`src/rtl/rm_chan_pkg.sv`:
```
package rm_chan_pkg;
  localparam int unsigned FRAME_W = 6;
  localparam int unsigned CHAR_W  = 8;
  localparam int unsigned HI_W    = CHAR_W - FRAME_W;

  typedef enum logic [3:0] {
    ST_IDLE,
    ST_TX_RD,
    ST_TX_CHK,
    ST_TX_LO,
    ST_TX_SEND,
    ST_RX_WAIT,
    ST_RX_HI,
    ST_RX_RD,
    ST_RX_CHK
  } seq_state_e;

  typedef enum logic {
    DIR_RX = 1'b0,
    DIR_TX = 1'b1
  } xfer_dir_e;
endpackage

```
`src/rtl/rm_idle_watchdog.sv`:
```
module rm_idle_watchdog #(
  parameter int unsigned LIMIT = 1500000000
) (
  input  logic clk_i,
  input  logic rst_ni,
  input  logic run_i,
  input  logic kick_i,
  output logic expire_o
);
  localparam int unsigned CNT_W = $clog2(LIMIT + 1);
  localparam logic [CNT_W-1:0] LAST = CNT_W'(LIMIT - 1);

  logic [CNT_W-1:0] cnt_q;

  always_ff @(posedge clk_i or negedge rst_ni) begin
    if (!rst_ni)                cnt_q <= '0;
    else if (!run_i || kick_i)  cnt_q <= '0;
    else if (cnt_q != LAST)     cnt_q <= cnt_q + 1'b1;
  end

  assign expire_o = run_i && !kick_i && (cnt_q == LAST);
endmodule

```
`src/rtl/rm_busy_tail.sv`:
```
module rm_busy_tail #(
  parameter int unsigned TAIL = 2
) (
  input  logic clk_i,
  input  logic rst_ni,
  input  logic busy_i,
  output logic busy_o
);
  localparam int unsigned W = $clog2(TAIL + 1);

  logic [W-1:0] cnt_q;

  always_ff @(posedge clk_i or negedge rst_ni) begin
    if (!rst_ni)          cnt_q <= '0;
    else if (busy_i)      cnt_q <= W'(TAIL);
    else if (cnt_q != 0)  cnt_q <= cnt_q - 1'b1;
  end

  assign busy_o = busy_i || (cnt_q != 0);
endmodule

```
`src/rtl/rm_xfer_seq.sv`:
```
module rm_xfer_seq
  import rm_chan_pkg::*;
#(
  parameter int unsigned ADDR_W = 8
) (
  input  logic               clk_i,
  input  logic               rst_ni,
  input  logic               start_i,
  input  logic               dir_i,
  input  logic               wide_i,
  input  logic [ADDR_W-1:0]  base_i,
  input  logic               expire_i,
  input  logic [FRAME_W-1:0] mem_rdata_i,
  input  logic               mem_mark_i,
  output logic [ADDR_W-1:0]  mem_addr_o,
  output logic               mem_re_o,
  output logic               mem_we_o,
  output logic [FRAME_W-1:0] mem_wdata_o,
  input  logic               rx_valid_i,
  input  logic [CHAR_W-1:0]  rx_char_i,
  input  logic               tx_ready_i,
  output logic               tx_valid_o,
  output logic [CHAR_W-1:0]  tx_char_o,
  output logic               busy_o,
  output xfer_dir_e          dir_o,
  output logic               start_ok_o,
  output logic               done_o,
  output logic               done_to_o,
  output logic               accept_o
);
  localparam logic [ADDR_W-1:0] STEP1 = ADDR_W'(1);
  localparam logic [ADDR_W-1:0] STEP2 = ADDR_W'(2);

  seq_state_e        state_q, state_d;
  logic [ADDR_W-1:0] ptr_q;
  logic              wide_q;
  xfer_dir_e         dir_q;
  logic [HI_W-1:0]   hi_q;
  logic [CHAR_W-1:0] char_q;

  always_comb begin
    state_d     = state_q;
    mem_addr_o  = ptr_q;
    mem_re_o    = 1'b0;
    mem_we_o    = 1'b0;
    mem_wdata_o = '0;
    tx_valid_o  = 1'b0;
    done_o      = 1'b0;
    done_to_o   = 1'b0;
    accept_o    = 1'b0;
    start_ok_o  = 1'b0;
    unique case (state_q)
      ST_IDLE: begin
        if (start_i) begin
          start_ok_o = 1'b1;
          state_d    = dir_i ? ST_TX_RD : ST_RX_WAIT;
        end
      end
      ST_TX_RD: begin
        mem_re_o = 1'b1;
        state_d  = ST_TX_CHK;
      end
      ST_TX_CHK: begin
        if (mem_mark_i) begin
          done_o  = 1'b1;
          state_d = ST_IDLE;
        end else if (wide_q) begin
          mem_addr_o = ptr_q + STEP1;
          mem_re_o   = 1'b1;
          state_d    = ST_TX_LO;
        end else begin
          state_d = ST_TX_SEND;
        end
      end
      ST_TX_LO: state_d = ST_TX_SEND;
      ST_TX_SEND: begin
        tx_valid_o = 1'b1;
        if (tx_ready_i) state_d = ST_TX_RD;
      end
      ST_RX_WAIT: begin
        if (rx_valid_i) begin
          accept_o = 1'b1;
          state_d  = wide_q ? ST_RX_HI : ST_RX_RD;
        end
      end
      ST_RX_HI: begin
        mem_we_o    = 1'b1;
        mem_wdata_o = {{(FRAME_W-HI_W){1'b0}}, char_q[CHAR_W-1:FRAME_W]};
        state_d     = ST_RX_RD;
      end
      ST_RX_RD: begin
        mem_re_o = 1'b1;
        state_d  = ST_RX_CHK;
      end
      ST_RX_CHK: begin
        // final location is written, then released
        mem_we_o    = 1'b1;
        mem_wdata_o = char_q[FRAME_W-1:0];
        if (mem_mark_i) begin
          done_o  = 1'b1;
          state_d = ST_IDLE;
        end else begin
          state_d = ST_RX_WAIT;
        end
      end
      default: state_d = ST_IDLE;
    endcase
    if (expire_i && state_q != ST_IDLE && !done_o) begin
      done_o    = 1'b1;
      done_to_o = 1'b1;
      state_d   = ST_IDLE;
    end
  end

  always_ff @(posedge clk_i or negedge rst_ni) begin
    if (!rst_ni) begin
      state_q <= ST_IDLE;
      ptr_q   <= '0;
      wide_q  <= 1'b0;
      dir_q   <= DIR_RX;
      hi_q    <= '0;
      char_q  <= '0;
    end else begin
      state_q <= state_d;
      unique case (state_q)
        ST_IDLE: if (start_i) begin
          ptr_q  <= base_i;
          wide_q <= wide_i;
          dir_q  <= xfer_dir_e'(dir_i);
        end
        ST_TX_CHK: if (!mem_mark_i) begin
          if (wide_q) hi_q   <= mem_rdata_i[HI_W-1:0];
          else        char_q <= {{HI_W{1'b0}}, mem_rdata_i};
        end
        ST_TX_LO:   char_q <= {hi_q, mem_rdata_i};
        ST_TX_SEND: if (tx_ready_i) ptr_q <= ptr_q + (wide_q ? STEP2 : STEP1);
        ST_RX_WAIT: if (rx_valid_i) char_q <= rx_char_i;
        ST_RX_HI:   ptr_q <= ptr_q + STEP1;
        ST_RX_CHK:  if (!mem_mark_i) ptr_q <= ptr_q + STEP1;
        default: ;
      endcase
    end
  end

  assign busy_o    = (state_q != ST_IDLE);
  assign dir_o     = dir_q;
  assign tx_char_o = char_q;
endmodule

```
`src/rtl/rm_block_chan.sv`:
```
module rm_block_chan
  import rm_chan_pkg::*;
#(
  parameter int unsigned ADDR_W      = 8,
  parameter int unsigned TIMEOUT_CYC = 1500000000,
  parameter int unsigned TAIL_CYC    = 2
) (
  input  logic              clk_i,
  input  logic              rst_ni,
  input  logic              start_i,
  input  logic              start_dir_i,
  input  logic              start_wide_i,
  input  logic [ADDR_W-1:0] start_base_i,
  output logic [ADDR_W-1:0] mem_addr_o,
  output logic              mem_re_o,
  output logic              mem_we_o,
  output logic [5:0]        mem_wdata_o,
  input  logic [5:0]        mem_rdata_i,
  input  logic              mem_imark_i,
  input  logic              mem_wmark_i,
  input  logic              rx_valid_i,
  input  logic [7:0]        rx_char_i,
  output logic              tx_valid_o,
  output logic [7:0]        tx_char_o,
  input  logic              tx_ready_i,
  input  logic              line_idle_i,
  output logic              chan_busy_o,
  output logic              dev_busy_o,
  output logic              released_o,
  output logic              timeout_err_o,
  output logic              in_demand_o,
  output logic              tx_irq_o
);
  logic      busy, expire, done, done_to, accept, start_ok, kick;
  xfer_dir_e dir;
  logic      released_q, err_q, seen_q, ifd_q, pend_q, irq_q;

  assign kick = rx_valid_i || (tx_valid_o && tx_ready_i);

  rm_idle_watchdog #(.LIMIT(TIMEOUT_CYC)) u_wdog (
    .clk_i, .rst_ni, .run_i(busy), .kick_i(kick), .expire_o(expire)
  );

  rm_xfer_seq #(.ADDR_W(ADDR_W)) u_seq (
    .clk_i, .rst_ni,
    .start_i, .dir_i(start_dir_i), .wide_i(start_wide_i), .base_i(start_base_i),
    .expire_i(expire),
    .mem_rdata_i, .mem_mark_i(mem_imark_i && mem_wmark_i),
    .mem_addr_o, .mem_re_o, .mem_we_o, .mem_wdata_o,
    .rx_valid_i, .rx_char_i, .tx_ready_i, .tx_valid_o, .tx_char_o,
    .busy_o(busy), .dir_o(dir), .start_ok_o(start_ok),
    .done_o(done), .done_to_o(done_to), .accept_o(accept)
  );

  rm_busy_tail #(.TAIL(TAIL_CYC)) u_tail (
    .clk_i, .rst_ni, .busy_i(busy), .busy_o(dev_busy_o)
  );

  always_ff @(posedge clk_i or negedge rst_ni) begin
    if (!rst_ni) begin
      released_q <= 1'b0;
      err_q      <= 1'b0;
      seen_q     <= 1'b0;
      ifd_q      <= 1'b0;
      pend_q     <= 1'b0;
      irq_q      <= 1'b0;
    end else begin
      released_q <= done;
      if (start_ok)     err_q <= 1'b0;
      else if (done_to) err_q <= 1'b1;
      if (start_ok)    seen_q <= 1'b0;
      else if (accept) seen_q <= 1'b1;
      ifd_q <= accept && !seen_q;
      irq_q <= pend_q && line_idle_i;
      if (done && dir == DIR_TX)      pend_q <= 1'b1;
      else if (pend_q && line_idle_i) pend_q <= 1'b0;
    end
  end

  assign chan_busy_o   = busy;
  assign released_o    = released_q;
  assign timeout_err_o = err_q;
  assign in_demand_o   = ifd_q;
  assign tx_irq_o      = irq_q;
endmodule

```
`config.mk`:
```
export PLATFORM = sky130hd
export DESIGN_NAME = rm_block_chan
export DESIGN_NICKNAME = d
export VERILOG_FILES = /design/src/rtl/rm_chan_pkg.sv /design/src/rtl/rm_idle_watchdog.sv /design/src/rtl/rm_busy_tail.sv /design/src/rtl/rm_xfer_seq.sv /design/src/rtl/rm_block_chan.sv
export SDC_FILE = /design/constraint.sdc
export NUM_CORES = 1
export LEC_CHECK = 0
export BUFFER_PORTS_ARGS = -buffer_cell sky130_fd_sc_hd__buf_2
export CORE_UTILIZATION = 57
export DETAILED_ROUTE_END_ITERATION = 10
export PLACE_DENSITY = 0.8
export SKIP_CTS_REPAIR_TIMING = 1
export SLEW_MARGIN = 10
export SYNTH_ARGS = -nofsm -noshare
export SYNTH_HDL_FRONTEND = slang
export SYNTH_HIERARCHICAL = 1
export SYNTH_SLANG_ARGS = --single-unit
```
`constraint.sdc`:
```
create_clock -name clk_i -period 3 [get_ports clk_i]
set_input_delay 0.45 -clock clk_i [delete_from_list [all_inputs] [get_ports clk_i]]
set_output_delay 0.45 -clock clk_i [all_outputs]
set_load 0.02 [all_outputs]
```
Yosys cells after proc, flatten, opt, wreduce, memory -nomap -nowiden
Index checks and enable logic that the tools add are counted.
- $add $sub $neg: 4
- eq/ne operators: 19
- bitwise gates (word level): 1
- reductions and logical operators: 34
- mux-type cells: 46
- operators with widths (kind ; number):
    2-to-1 mux 8 bit ; 9
    2-to-1 mux 31 bit ; 2
    one-hot mux 4 bit (9 select lines) ; 1
    one-hot mux 8 bit (4 select lines) ; 1
    adder 31 x 1 -> 31 bit (second input constant) ; 1
    == test 31 bit (second input constant) ; 1
    inequality test 31 bit (second input constant) ; 1
    one-hot mux 8 bit (3 select lines) ; 1
    2-to-1 mux 4 bit ; 5
    2-to-1 mux 1 bit ; 19
    == test 4 x 3 -> 1 bit (second input constant) ; 4
    inequality test 2 bit (second input constant) ; 6
    one-hot mux 6 bit (2 select lines) ; 1
    nonzero test 2 bit ; 6
    logical AND 1 bit ; 9
    2-to-1 mux 3 bit ; 3
    inequality test 3 x 2 -> 1 bit (second input constant) ; 3
    adder 8 x 1 -> 8 bit (second input constant) ; 1
    adder 8 bit ; 1
    == test 4 x 2 -> 1 bit (second input constant) ; 2
    AND reduction 4 bit ; 2
    nonzero test 4 bit ; 2
    2-to-1 mux 2 bit ; 3
    AND reduction 3 bit ; 2
    other kinds (11) ; 18
- bits of input ports: 32
- flip-flop bits (word level): 63
- output and inout bits: 31
- word-level logic and storage cells: 118

Logic depth before layout (Yosys ltp)
Gate-level depths: netlist of the first run.
- word-level depth: 12
- gate-level depth with buffers: 12
- depth with buffers taken out: 10

Cells and area by module
Netlist of the first run, hierarchy kept.
- by module, submodules not included (module ; cells each ; instances ; area an instance (µm²) ; sequential area each (µm²)):
    rm_xfer_seq ; 233 ; 1 ; 1933.1 ; 600.6
    rm_idle_watchdog ; 174 ; 1 ; 1706.6 ; 775.7
    rm_block_chan ; 17 ; 1 ; 207.7 ; 150.1
    rm_busy_tail ; 11 ; 1 ; 111.4 ; 50.0

Worst setup path before layout of the first run
OpenSTA, ideal clock, no wires.
- kind: register -> register
- start point: register u_seq.state_q[1]
- end point: register u_seq.state_q[0]
- clock period less this slack: 2653 ps
- stages on the path, launching flop included: 12
- required time: 2932 ps
- arrival: 2584 ps
- path slack: 347 ps
- library setup time: 68 ps
- path buffers: 2
- path through: dfrtp_1 buf_4 or3_1 nor2_1 inv_1 nand2b_1 clkbuf_1 nor2_1 inv_1 a21oi_1 a2111oi_2 a32o_1
- elaborated cells on any way between the ends: 27
- those cells by class: 11 x eq/ne; 4 x mux; 12 x reduce/logical
- RTL lines (what ; RTL line ; source):
    start, declared ; rm_xfer_seq.sv:34 ; seq_state_e state_q, state_d;
    start signal, assigned ; rm_xfer_seq.sv:124 ; state_q <= state_d;
    nonzero test 4 bit * ; rm_xfer_seq.sv:145 ; assign busy_o = (state_q != ST_IDLE);
    via chan_busy_o ; rm_block_chan.sv:27 ; output logic chan_busy_o,
    logical AND 1 bit * (2 in a row) ; rm_idle_watchdog.sv:21 ; assign expire_o = run_i && !kick_i && (cnt_q == LAST);
    via expire ; rm_block_chan.sv:34 ; logic busy, expire, done, done_to, accept, start_ok, kick;
    logical AND 1 bit * (2 in a row) ; rm_xfer_seq.sv:108 ; if (expire_i && state_q != ST_IDLE && !done_o) begin
    inequality test 3 x 2 -> 1 bit (no line) ; -- ;
    AND reduction 3 bit (no line) ; -- ;
Mark *: on every way through the listed nets, which the timed path passes. The rest lies on a longest branch.
A chain may end at the register's enable or synchronous reset.

Worst setup path after layout of the first run
- start point: register u_seq.state_q[0]
- end point: output mem_we_o
- cells in the longest elaborated chain, start to end: 3
- elaborated cells on any way between the ends: 4
- those cells by class: 2 x eq/ne; 1 x mux; 1 x reduce/logical
- ends and longest elaborated chain (what ; RTL line ; source):
    == test 4 x 3 -> 1 bit or == test 4 bit (tied branches) ; rm_xfer_seq.sv:52 ; unique case (state_q)
    OR reduction 2 bit (no line) * ; -- ;
    2-to-1 mux 1 bit * ; rm_xfer_seq.sv:52 ;
    end, declared ; rm_block_chan.sv:16 ; output logic mem_we_o,
Mark *: on every way between the ends. The rest lies on a longest branch, timed or not.

==> results of run 1 <==
==> path summary, 6_finish.rpt <==
kind	end	start	cells after the start
setup / recovery	mem_we_o	u_seq/state_q[0]	5
hold / removal	u_seq/ptr_q[2]	rst_ni	2
setup reg to reg	u_seq/state_q[0]	u_wdog/cnt_q[0]	10
hold reg to reg	in_demand_o	seen_q	1
max in group asynchronous	u_wdog/cnt_q[1]	rst_ni	2
min in group clk_i	pend_q	line_idle_i	2
==> per-layer routing <==
layer / global-route usage (%) / share of wire, % / vias up
met4: 9.85 / 1.1 / 0
met1: 33.9 / 43 / 1745
li1: - / - / 1682
met3: 6.23 / 5.3 / 11
met5: 0 / 0 / -
met2: 44.7 / 51 / 107
==> cell type report <==
cell class	count	area [µm²]
clock buffers	9	124
clock inverters	7	103
fillers	542	2220
inverters	16	60.1
multi-input cells	337	2190
flip-flops and latches	63	1580
well taps	80	100
repair buffers	71	378
==> state kept, by name (all words and copies together), names as in the netlist, 2 cells and up <==
register         count
u_seq/state_q        4
u_seq/tx_char_o      8
u_wdog/cnt_q        31
u_seq/hi_q           2
u_tail/cnt_q         2
u_seq/ptr_q          8
==> power groups by stage <==
stage | clock network [mW] | registers [mW] | logic [mW]
2_1_floorplan | 0 | 1.29 | 1.37
6_report | 0.849 | 1.31 | 1.78
4_1_cts | 0.868 | 1.30 | 1.78
3_5_place_dp | 0 | 1.32 | 1.76
3_3_place_gp | 0 | 1.31 | 1.72
5_1_grt | 0.903 | 1.34 | 1.97
==> through the flow <==
step	hold slack (ns)	cell area [µm²]	worst slack, ns	utilization (%)	total power, mW
floorplan	0.154	3960	0.347	-	2.66
global placement	0.412	4310	0.601	63.7	3.02
detailed placement	0.432	4310	0.488	63.7	3.08
CTS	0.267	4530	0.296	67.1	3.95
global route	0.275	4530	0.119	67.1	4.21
finish	0.261	4530	0.236	67.1	3.94
==> placed cells by master, fill, tap and decap left out, types with 4 or more instances in the layout <==
master and instances:
dfrtp_1 63, buf_2 62, nor2_1 54, nand2_1 39
a21oi_1 27, nand3_1 20, xor2_1 18, inv_1 15
o21ai_0 15, nor3_1 13, nand4_1 13, xnor2_1 11
and2_1 10, a31oi_1 10, clkbuf_8 9, buf_4 9
nand2b_1 6, ha_1 6, or3_1 5, nor3_2 5
nor2b_1 4, and4_1 4, and3_1 4, mux2_2 4
o221ai_1 4
==> cells by family (layout without fill, tap and decap cells) <==
kind of cell | Yosys count | count (layout) | share of synthesized area, %
flops | 63 | 63 | 39.8
xor+xnor | 29 | 29 | 6.42
fa+ha+maj | 7 | 7 | 2.40
buf+inv | 35 | 103 | 4.84
compound gates | 87 | 87 | 14.7
mux | 7 | 7 | 1.90
simple gates | 207 | 207 | 29.9
==> summary.md, run 1 <==
| Metric | Value |
|---|---|
| Post-Syn Instances | `about 440` |
| CP required | `around 2.6 ns` |
| Register area share after synthesis | `around two fifths` |
| TritonCTS Buffers | `9` |
| Die height | `85.3 µm` |
| Leakage power total | `2.01 nW` |
| Fin cells | `approximately 600` |
| Top cells by area, synth | `dfrtp_1, nor2_1, xor2_1` |
| Status | `complete, no violations` |
| CTS tree | `built` |
| Syn-to-layout area delta | `14.5%` |
| Max rail drop VDD | `between 0.0003 and 0.0004 V` |
| DIE WIDTH | `85.3 µm` |
| Final setup vio count | `0` |
| Synth Net Count | `~470` |
| Max_cap viols | `0` |
| Post-route ant nets | `0` |
| Int Power | `~2.2 mW` |
| HPWL after DPL | `6360 µm` |
| First-pass GRT wire length | `15,400 µm` |
| Initial Utilization | `between 50% and 60%` |
| Final number of hold-violating endpoints | `0` |
| HP Class | `input pin to asynchronous set/reset pin` |
| Port Buffers | `between 60 and 70` |
| Synth top area share | `between 30% and 40%` |
| Number of remaining DRC errors | `0` |
| Initial antenna violation count | `0` |
| Vias in the first global route | `~3,300` |
| PwrDens | `roughly 870 nW/µm²` |
| Mapped cell area | `between 3000 and 4000 µm²` |
| Critical path type | `flip-flop to primary output` |
| CTS root buf | `clkbuf_8` |
| Number of synthesized flops with an enable pin | `0` |
| Synth Flop Type | `dfrtp_1` |
| Max FO, Critical Path | `10` |
| Avg Inst Size Synth | `a little over 9 µm²` |
| Core Region | `around 6800 µm²` |
| Max clock buf depth | `2` |
| GRT Total Usage | `around a quarter` |
| Nets | `~540` |
| Layout Skew | `about 0.015 ns` |
| Cells after DPL | `between 500 and 600` |
| ANT cells | `0` |
| Seq pwr share | `33.2%` |
| Yosys cell types | `71` |
| Fmax | `between 0.3 and 0.4 GHz` |
| CP top delay family | `buffers and inverters` |
| Clock power frac | `between 20 and 25%` |
| Most frequent cell after synthesis | `dfrtp_1` |
| Drt first pass iters | `5` |
| Detailed Route WL | `approximately 9000 µm` |
| Overflow after GRT | `0` |
| CP Capture Type | `primary output` |
| Avg WL per Cell | `roughly 16 µm` |
| Combinational power share | `between 40 and 50%` |
| Fin Setup TNS | `0 ns` |
| H-tree levels | `3` |
| Clk Latency, worst-skew pair | `between 0.3 and 0.4 ns` |
| I/O pins | `63` |
| Largest net degree at the start of global routing | `64` |
| Ratio of final minimum period to clock period | `92.1%` |
| Fin. max-slew vios | `0` |
| Total Die Area | `7280 µm²` |
| YS warnings | `6` |
| GPL Wtd Cong | `0.887` |
| DR vias/cell | `6.08` |
| DRT iter0 DRCs | `210` |
| Synth Register Bits | `63` |
| Sw frac | `about 44%` |
| CP max-delay cell | `dfrtp_1` |
| Clk slew on worst S/H paths | `roughly 0.080 ns` |
| DR vias | `about 3,500` |
| Synth top cells by count | `dfrtp_1, nor2_1, nand2_1` |
| Critical Path, Cell by Cell | `buf_4, clkinv_1, a31oi_2, inv_1, buf_2` |
| Post-synth top area cell | `dfrtp_1` |
| Ys async rst share | `100%` |
| Slew HR | `roughly 46%` |
| Share of cells above drive strength 1 | `~23%` |
| Buffers and inverters on the worst path | `4` |
| Clock sink count | `63` |
| Switching power | `between 1.5 and 2 mW` |
| CP max stage delay | `approximately 0.51 ns` |
| Post-layout min period | `roughly 2.8 ns` |
| Unrepaired setup endpoints after global routing | `no` |
| Flop2flop setup slack | `0.50 ns` |
| Startpoint class of the critical path | `flip-flop` |
| Worst path arrival time | `roughly 2.3 ns` |
| Tightest Pin Transition | `between 0.8 and 0.9 ns` |
| # rows | `30` |
No activity file was read; power rests on OpenSTA's default activity.
==> inputs of run 2 (changes only) <==
--- a/config.mk
+++ b/config.mk
@@ -8,6 +8,7 @@
 export BUFFER_PORTS_ARGS = -buffer_cell sky130_fd_sc_hd__buf_2
 export CORE_UTILIZATION = 57
 export DETAILED_ROUTE_END_ITERATION = 10
+export GPL_TIMING_DRIVEN = 0
 export PLACE_DENSITY = 0.8
 export SKIP_CTS_REPAIR_TIMING = 1
 export SLEW_MARGIN = 10
==> constraint.sdc (replaced) <==
create_clock -name clk_i -period 3 [get_ports clk_i]
set_input_delay 0.45 -clock clk_i [delete_from_list [all_inputs] [get_ports clk_i]]
set_output_delay 0.45 -clock clk_i [all_outputs]
set_load 0.1 [all_outputs]
==> run 2 against run 1 <==
Non-clock buffer count is 10 higher. Setup slack worse by 0.12 ns. First-iteration DRC count is 6.7% lower. Routed wire length is 2.2% higher. Critical path depth is 7 higher.
==> summary.md, run 2 (synthesis gave the netlist of run 1 again) <==
| Metric | Value |
|---|---|
| Max clock buf depth | `2` |
| Final setup vio count | `0` |
| Clk Latency, worst-skew pair | `approximately 0.34 ns` |
| GRT Total Usage | `about a quarter` |
| Fin. max-slew vios | `0` |
| GPL Wtd Cong | `0.900` |
| Int Power | `between 2 and 2.5 mW` |
| Gr busiest metal | `met2` |
| Final number of hold-violating endpoints | `0` |
| HP Class | `input pin to asynchronous set/reset pin` |
| Fmax | `around 0.35 GHz` |
| PwrDens | `around 1100 nW/µm²` |
| Avg WL per Cell | `16.0 µm` |
| WHS | `0.186 ns` |
| Sw frac | `between 50% and 60%` |
| GRT met1 Usage | `roughly a third` |
| Initial Utilization | `between 50 and 60%` |
| DRT iter0 DRCs | `around 200` |
| Die height | `85.3 µm` |
| ANT cells | `0` |
| TritonCTS Buffers | `9` |
| Nets | `547` |
| FILL cells | `between 500 and 600` |
| Seq pwr share | `25.4%` |
| Port Buffers | `between 60 and 70` |
| Max_cap viols | `0` |
| Unrepaired setup endpoints after global routing | `no` |
| CTS tree | `built` |
| H-tree levels | `3` |
| Clock sink count | `63` |
| Drt first pass iters | `5` |
| Critical Path, Cell by Cell | `buf_6, and2b_1, nand2_2, clkinvlp_4, a21o_1, nand2b_4, clkbuf_2, nor2_1, inv_1, a21oi_1, a2111oi_2, a32o_1` |
| Core Region | `about 6800 µm²` |
| # rows | `30` |
| First-pass GRT wire length | `15,200 µm` |
| Post-layout min period | `roughly 2.9 ns` |
| Syn-to-layout area delta | `17.2%` |
| Post-route ant nets | `0` |
| Layout Skew | `roughly 0.0084 ns` |
| CP Capture Type | `flip-flop` |
| CTS root buf | `clkbuf_8` |
| Leakage power total | `about 2.1 nW` |
| DR vias/cell | `6.01` |
| Clock power frac | `13.6%` |
| Commonest cells after routing, fill and taps aside | `dfrtp_1, buf_2, nor2_1` |
| Overflow after GRT | `0` |
| CP max stage delay | `approximately 0.43 ns` |
| Combinational power share | `just over 60%` |
| Largest net degree at the start of global routing | `64` |
| DIE WIDTH | `85.3 µm` |
| Number of remaining DRC errors | `0` |
| I/O pins | `63` |
| Vias in the first global route | `3,312` |
| HPWL after DPL | `6650 µm` |
| Critical path type | `flip-flop to flip-flop` |
| Total Die Area | `7280 µm²` |
| Largest Register | `u_wdog/cnt_q` |
| Switching power | `around 2.7 mW` |
| CP required | `3.22 ns` |
| Placed instance area | `about 4400 µm²` |
| Grt met2 use | `a little under half` |
| Worst path arrival time | `3.11 ns` |
| Most common cell after layout, fill and taps aside | `dfrtp_1` |
| Max FO, Critical Path | `10` |
| Max FFs per register | `31` |
| Initial antenna violation count | `0` |
| Ratio of final minimum period to clock period | `a little over nine tenths` |
| Met3 Usage GRT | `around 4.8%` |
| Final instance area | `roughly 4600 µm²` |
| Detailed Route WL | `about 9500 µm` |
| Tightest Pin Transition | `0.789 ns` |
| DR vias | `3,565` |
| Startpoint class of the critical path | `flip-flop` |
| Status | `complete, no violations` |
| Share of cells above drive strength 1 | `between 20% and 30%` |
| Clk slew on worst S/H paths | `~0.07 ns` |
| Max rail drop VDD | `approximately 0.0004 V` |
| CP max-delay cell | `dfrtp_1` |
| Slew HR | `between 40% and 50%` |
-- run 2: stage by stage --
step                power, mW  instances  util, %  TNS, ns  worst slack, ns
finish                   4.91        593     68.6        0            0.113
global route             5.15        593     68.6        0          0.00504
CTS                      4.87        593     68.3  -0.0872          -0.0595
detailed placement       4.18        577     65.7        0            0.154
global placement         4.12        577     65.6        0            0.170
floorplan                3.65        435        -        0           0.0361
-- run 2: power by group through the flow --
stage / Clock (mW) / Combinational [mW] / Sequential (mW)
final: 0.668 / 3.00 / 1.25
after global routing: 0.717 / 3.16 / 1.27
after CTS: 0.681 / 2.95 / 1.24
after detailed placement: 0 / 2.92 / 1.26
after global placement: 0 / 2.87 / 1.25
after floorplan: 0 / 2.00 / 1.66
-- run 2: cell type report --
cell class	count	area, µm²	area share [%]
Timing Repair Buffer	62	335	7.23
Buffer	19	135	2.91
Tap cell	80	100	2.16
Sequential cell	63	1580	34.0
Clock inverter	4	20.0	0.432
Clock buffer	12	155	3.35
Multi-Input combinational cell	337	2250	48.5
Inverter	16	67.6	1.46
-- run 2: final timing paths --
path	from	to	slack, ns	cells past startpoint
max	u_seq/state_q[2]	u_seq/state_q[0]	0.11	12
min	rst_ni	u_seq/tx_char_o[3]	0.19	1
max reg2reg	u_seq/state_q[2]	u_seq/state_q[0]	0.11	12
min reg2reg	seen_q	in_demand_o	0.44	1
max in group asynchronous	rst_ni	u_wdog/cnt_q[11]	2.28	1
min in group clk_i	line_idle_i	pend_q	0.31	2
-- run 2: worst max-delay path, delay by kind of cell, from the launching register on --
kind            cells  cell delay, ns
compound gates      4            0.86
buf+inv             4            0.66
flops               1            0.43
simple gates        4            0.81
-- run 2: metal layers --
metal,up-vias,part of all wire (%)
li1,1704,-
met1,1712,42
met2,128,52
met3,21,5.1
met4,0,1.4
met5,-,0
==> inputs of run 3 (changes only) <==
--- a/config.mk
+++ b/config.mk
@@ -6,10 +6,9 @@
 export NUM_CORES = 1
 export LEC_CHECK = 0
 export BUFFER_PORTS_ARGS = -buffer_cell sky130_fd_sc_hd__buf_2
-export CORE_UTILIZATION = 57
+export CORE_UTILIZATION = 40
 export DETAILED_ROUTE_END_ITERATION = 10
 export GPL_TIMING_DRIVEN = 0
-export PLACE_DENSITY = 0.8
 export SKIP_CTS_REPAIR_TIMING = 1
 export SLEW_MARGIN = 10
 export SYNTH_ARGS = -nofsm -noshare
==> run 3 against run 2 <==
Power grew 3.0%. Non-clock buffer count grew 3. First-iteration DRC count grew 13%. Register-to-register slack gained 0.11 ns. Clock skew is essentially flat. Design area grew 3.4%. Critical endpoint is now mem_addr_o[3].
==> summary.md, run 3 (synthesis gave the netlist of run 1 again) <==
| Metric | Value |
|---|---|
| Status | `complete, no violations` |
| Worst reg2reg startpoint | `u_seq/state_q[1]` |
| Clk slew on worst S/H paths | `0.07 ns` |
| Int Power | `between 2 and 2.5 mW` |
| PwrDens | `between 1000 and 1500 nW/µm²` |
| Post-route ant nets | `0` |
| Tightest Pin Transition | `around 0.77 ns` |
| Final instance area | `~4800 µm²` |
| Post-layout min period | `between 2 and 3 ns` |
| Most common cell after layout, fill and taps aside | `dfrtp_1` |
| H-tree levels | `3` |
| Largest net degree at the start of global routing | `a little under 50` |
| Fin. max-slew vios | `0` |
| Max FFs per register | `31` |
| Final setup vio count | `0` |
| Largest Register | `u_wdog/cnt_q` |
| Leakage power total | `roughly 2.1 nW` |
| DR WL met2 | `4480 µm` |
| Seq pwr share | `between 20% and 30%` |
| Max_cap viols | `0` |
| Initial Utilization | `between 40% and 50%` |
| Critical path type | `flip-flop to primary output` |
| Number of remaining DRC errors | `0` |
| Startpoint class of the critical path | `flip-flop` |
| Layout Skew | `0.00812 ns` |
| # rows | `35` |
| Worst path arrival time | `between 2 and 2.5 ns` |
| Drt first pass iters | `5` |
| Avg WL per Cell | `15.4 µm` |
| Combinational power share | `between 50 and 60%` |
| GPL Wtd Cong | `just over 0.8` |
| Total Die Area | `10,300 µm²` |
| Share of cells above drive strength 1 | `26.4%` |
| FILL cells | `915` |
| GRT Total Usage | `about a fifth` |
| Placed instance area | `between 4000 and 5000 µm²` |
| Max rail drop VDD | `roughly 0.00054 V` |
| Clock power frac | `around 16%` |
| Final core utilization | `about half` |
| Final number of hold-violating endpoints | `0` |
| Overflow after GRT | `0` |
| Unrepaired setup endpoints after global routing | `no` |
| Switching power | `approximately 2.7 mW` |
| Ratio of final minimum period to clock period | `93.6%` |
| Clk Latency, worst-skew pair | `between 0.3 and 0.4 ns` |
| Hold_sp | `line_idle_i` |
| Port Buffers | `62` |
| Routed wl met3 | `between 300 and 400 µm` |
| Clock sink count | `63` |
| Highest routed layer | `met4` |
| Slew HR | `about half` |
| DR vias | `3,530` |
| TritonCTS Buffers | `9` |
| DR vias/cell | `roughly 5.5` |
| Vias in the first global route | `about 3,300` |
| Syn-to-layout area delta | `21.1%` |
| WL met1 | `a little under 5000 µm` |
| DRT iter0 DRCs | `~220` |
| I/O pins | `63` |
| CTS root buf | `clkbuf_8` |
| Fmax | `0.356 GHz` |
| DIE WIDTH | `101 µm` |
| Max FO, Critical Path | `10` |
| Initial antenna violation count | `0` |
| CTS tree | `built` |
| First-pass GRT wire length | `between 15,000 and 20,000 µm` |
| Die height | `101 µm` |
| Core Region | `around 9400 µm²` |
| Commonest cells after routing, fill and taps aside | `dfrtp_1, buf_2, nor2_1` |
| Nets | `550` |
| Fin Setup TNS | `0 ns` |
| Critical Path Source | `u_seq/state_q[1]` |
| Detailed Route WL | `9890 µm` |
| CP required | `roughly 2.6 ns` |
| HPWL after DPL | `~7000 µm` |
| HP Class | `input pin to flip-flop` |
| CP Capture Type | `primary output` |
| Max clock buf depth | `2` |
| ANT cells | `0` |
| Sw frac | `53.6%` |
==> run 3: final cells by class <==
type	instances	area, µm²	share of cell area (%)
inverter	16	67.6	1.41
clock inverter	2	37.5	0.783
tap	129	161	3.37
timing repair buffer	65	368	7.67
clock buffer	13	179	3.73
sequential	63	1580	32.9
multi-input combinational	337	2270	47.3
buffer	19	135	2.82
==> run 3: critical path, cell delays in order (launching register included) <==
cell and delay (ns):
dfrtp_1 0.39, buf_4 0.18, nor2b_4 0.24, nand2_1 0.09, nor3_2 0.18, clkbuf_4 0.28, nand2_1 0.11, xnor2_2 0.12
buf_2 0.44
==> run 3: metrics by stage <==
step	setup slack, ns	hold WS, ns	power (mW)	instances
floorplan	0.0361	0.154	3.65	435
global placement	0.114	0.422	4.18	626
detailed placement	0.108	0.339	4.22	627
CTS	-0.0459	-0.0302	5.05	642
global route	0.0290	0.303	5.35	644
finish	0.191	0.303	5.06	644
==> run 3: power groups by stage <==
stage,Clock [mW],Combinational [mW],Sequential (mW)
floorplan,0,2.00,1.66
global placement,0,2.92,1.26
detailed placement,0,2.95,1.27
CTS,0.831,2.96,1.26
global route,0.857,3.21,1.28
finish,0.798,3.00,1.26
==> run 3: path summary, 6_finish.rpt <==
kind | endpoint | slack, ns | depth (start not counted)
min in group asynchronous | u_seq/hi_q[0] | 0.53 | 2
min | pend_q | 0.30 | 2
max in group asynchronous | u_seq/state_q[0] | 1.95 | 3
max | mem_addr_o[3] | 0.19 | 8
min reg2reg | in_demand_o | 0.44 | 1
max reg2reg | u_seq/state_q[1] | 0.22 | 11
==> run 3: layer usage <==
layer | GRT usage (%) | up-vias
met1 | 30.0 | 1728
met2 | 32.6 | 86
met5 | 0 | -
met4 | 7.13 | 0
met3 | 2.62 | 8
li1 | - | 1708
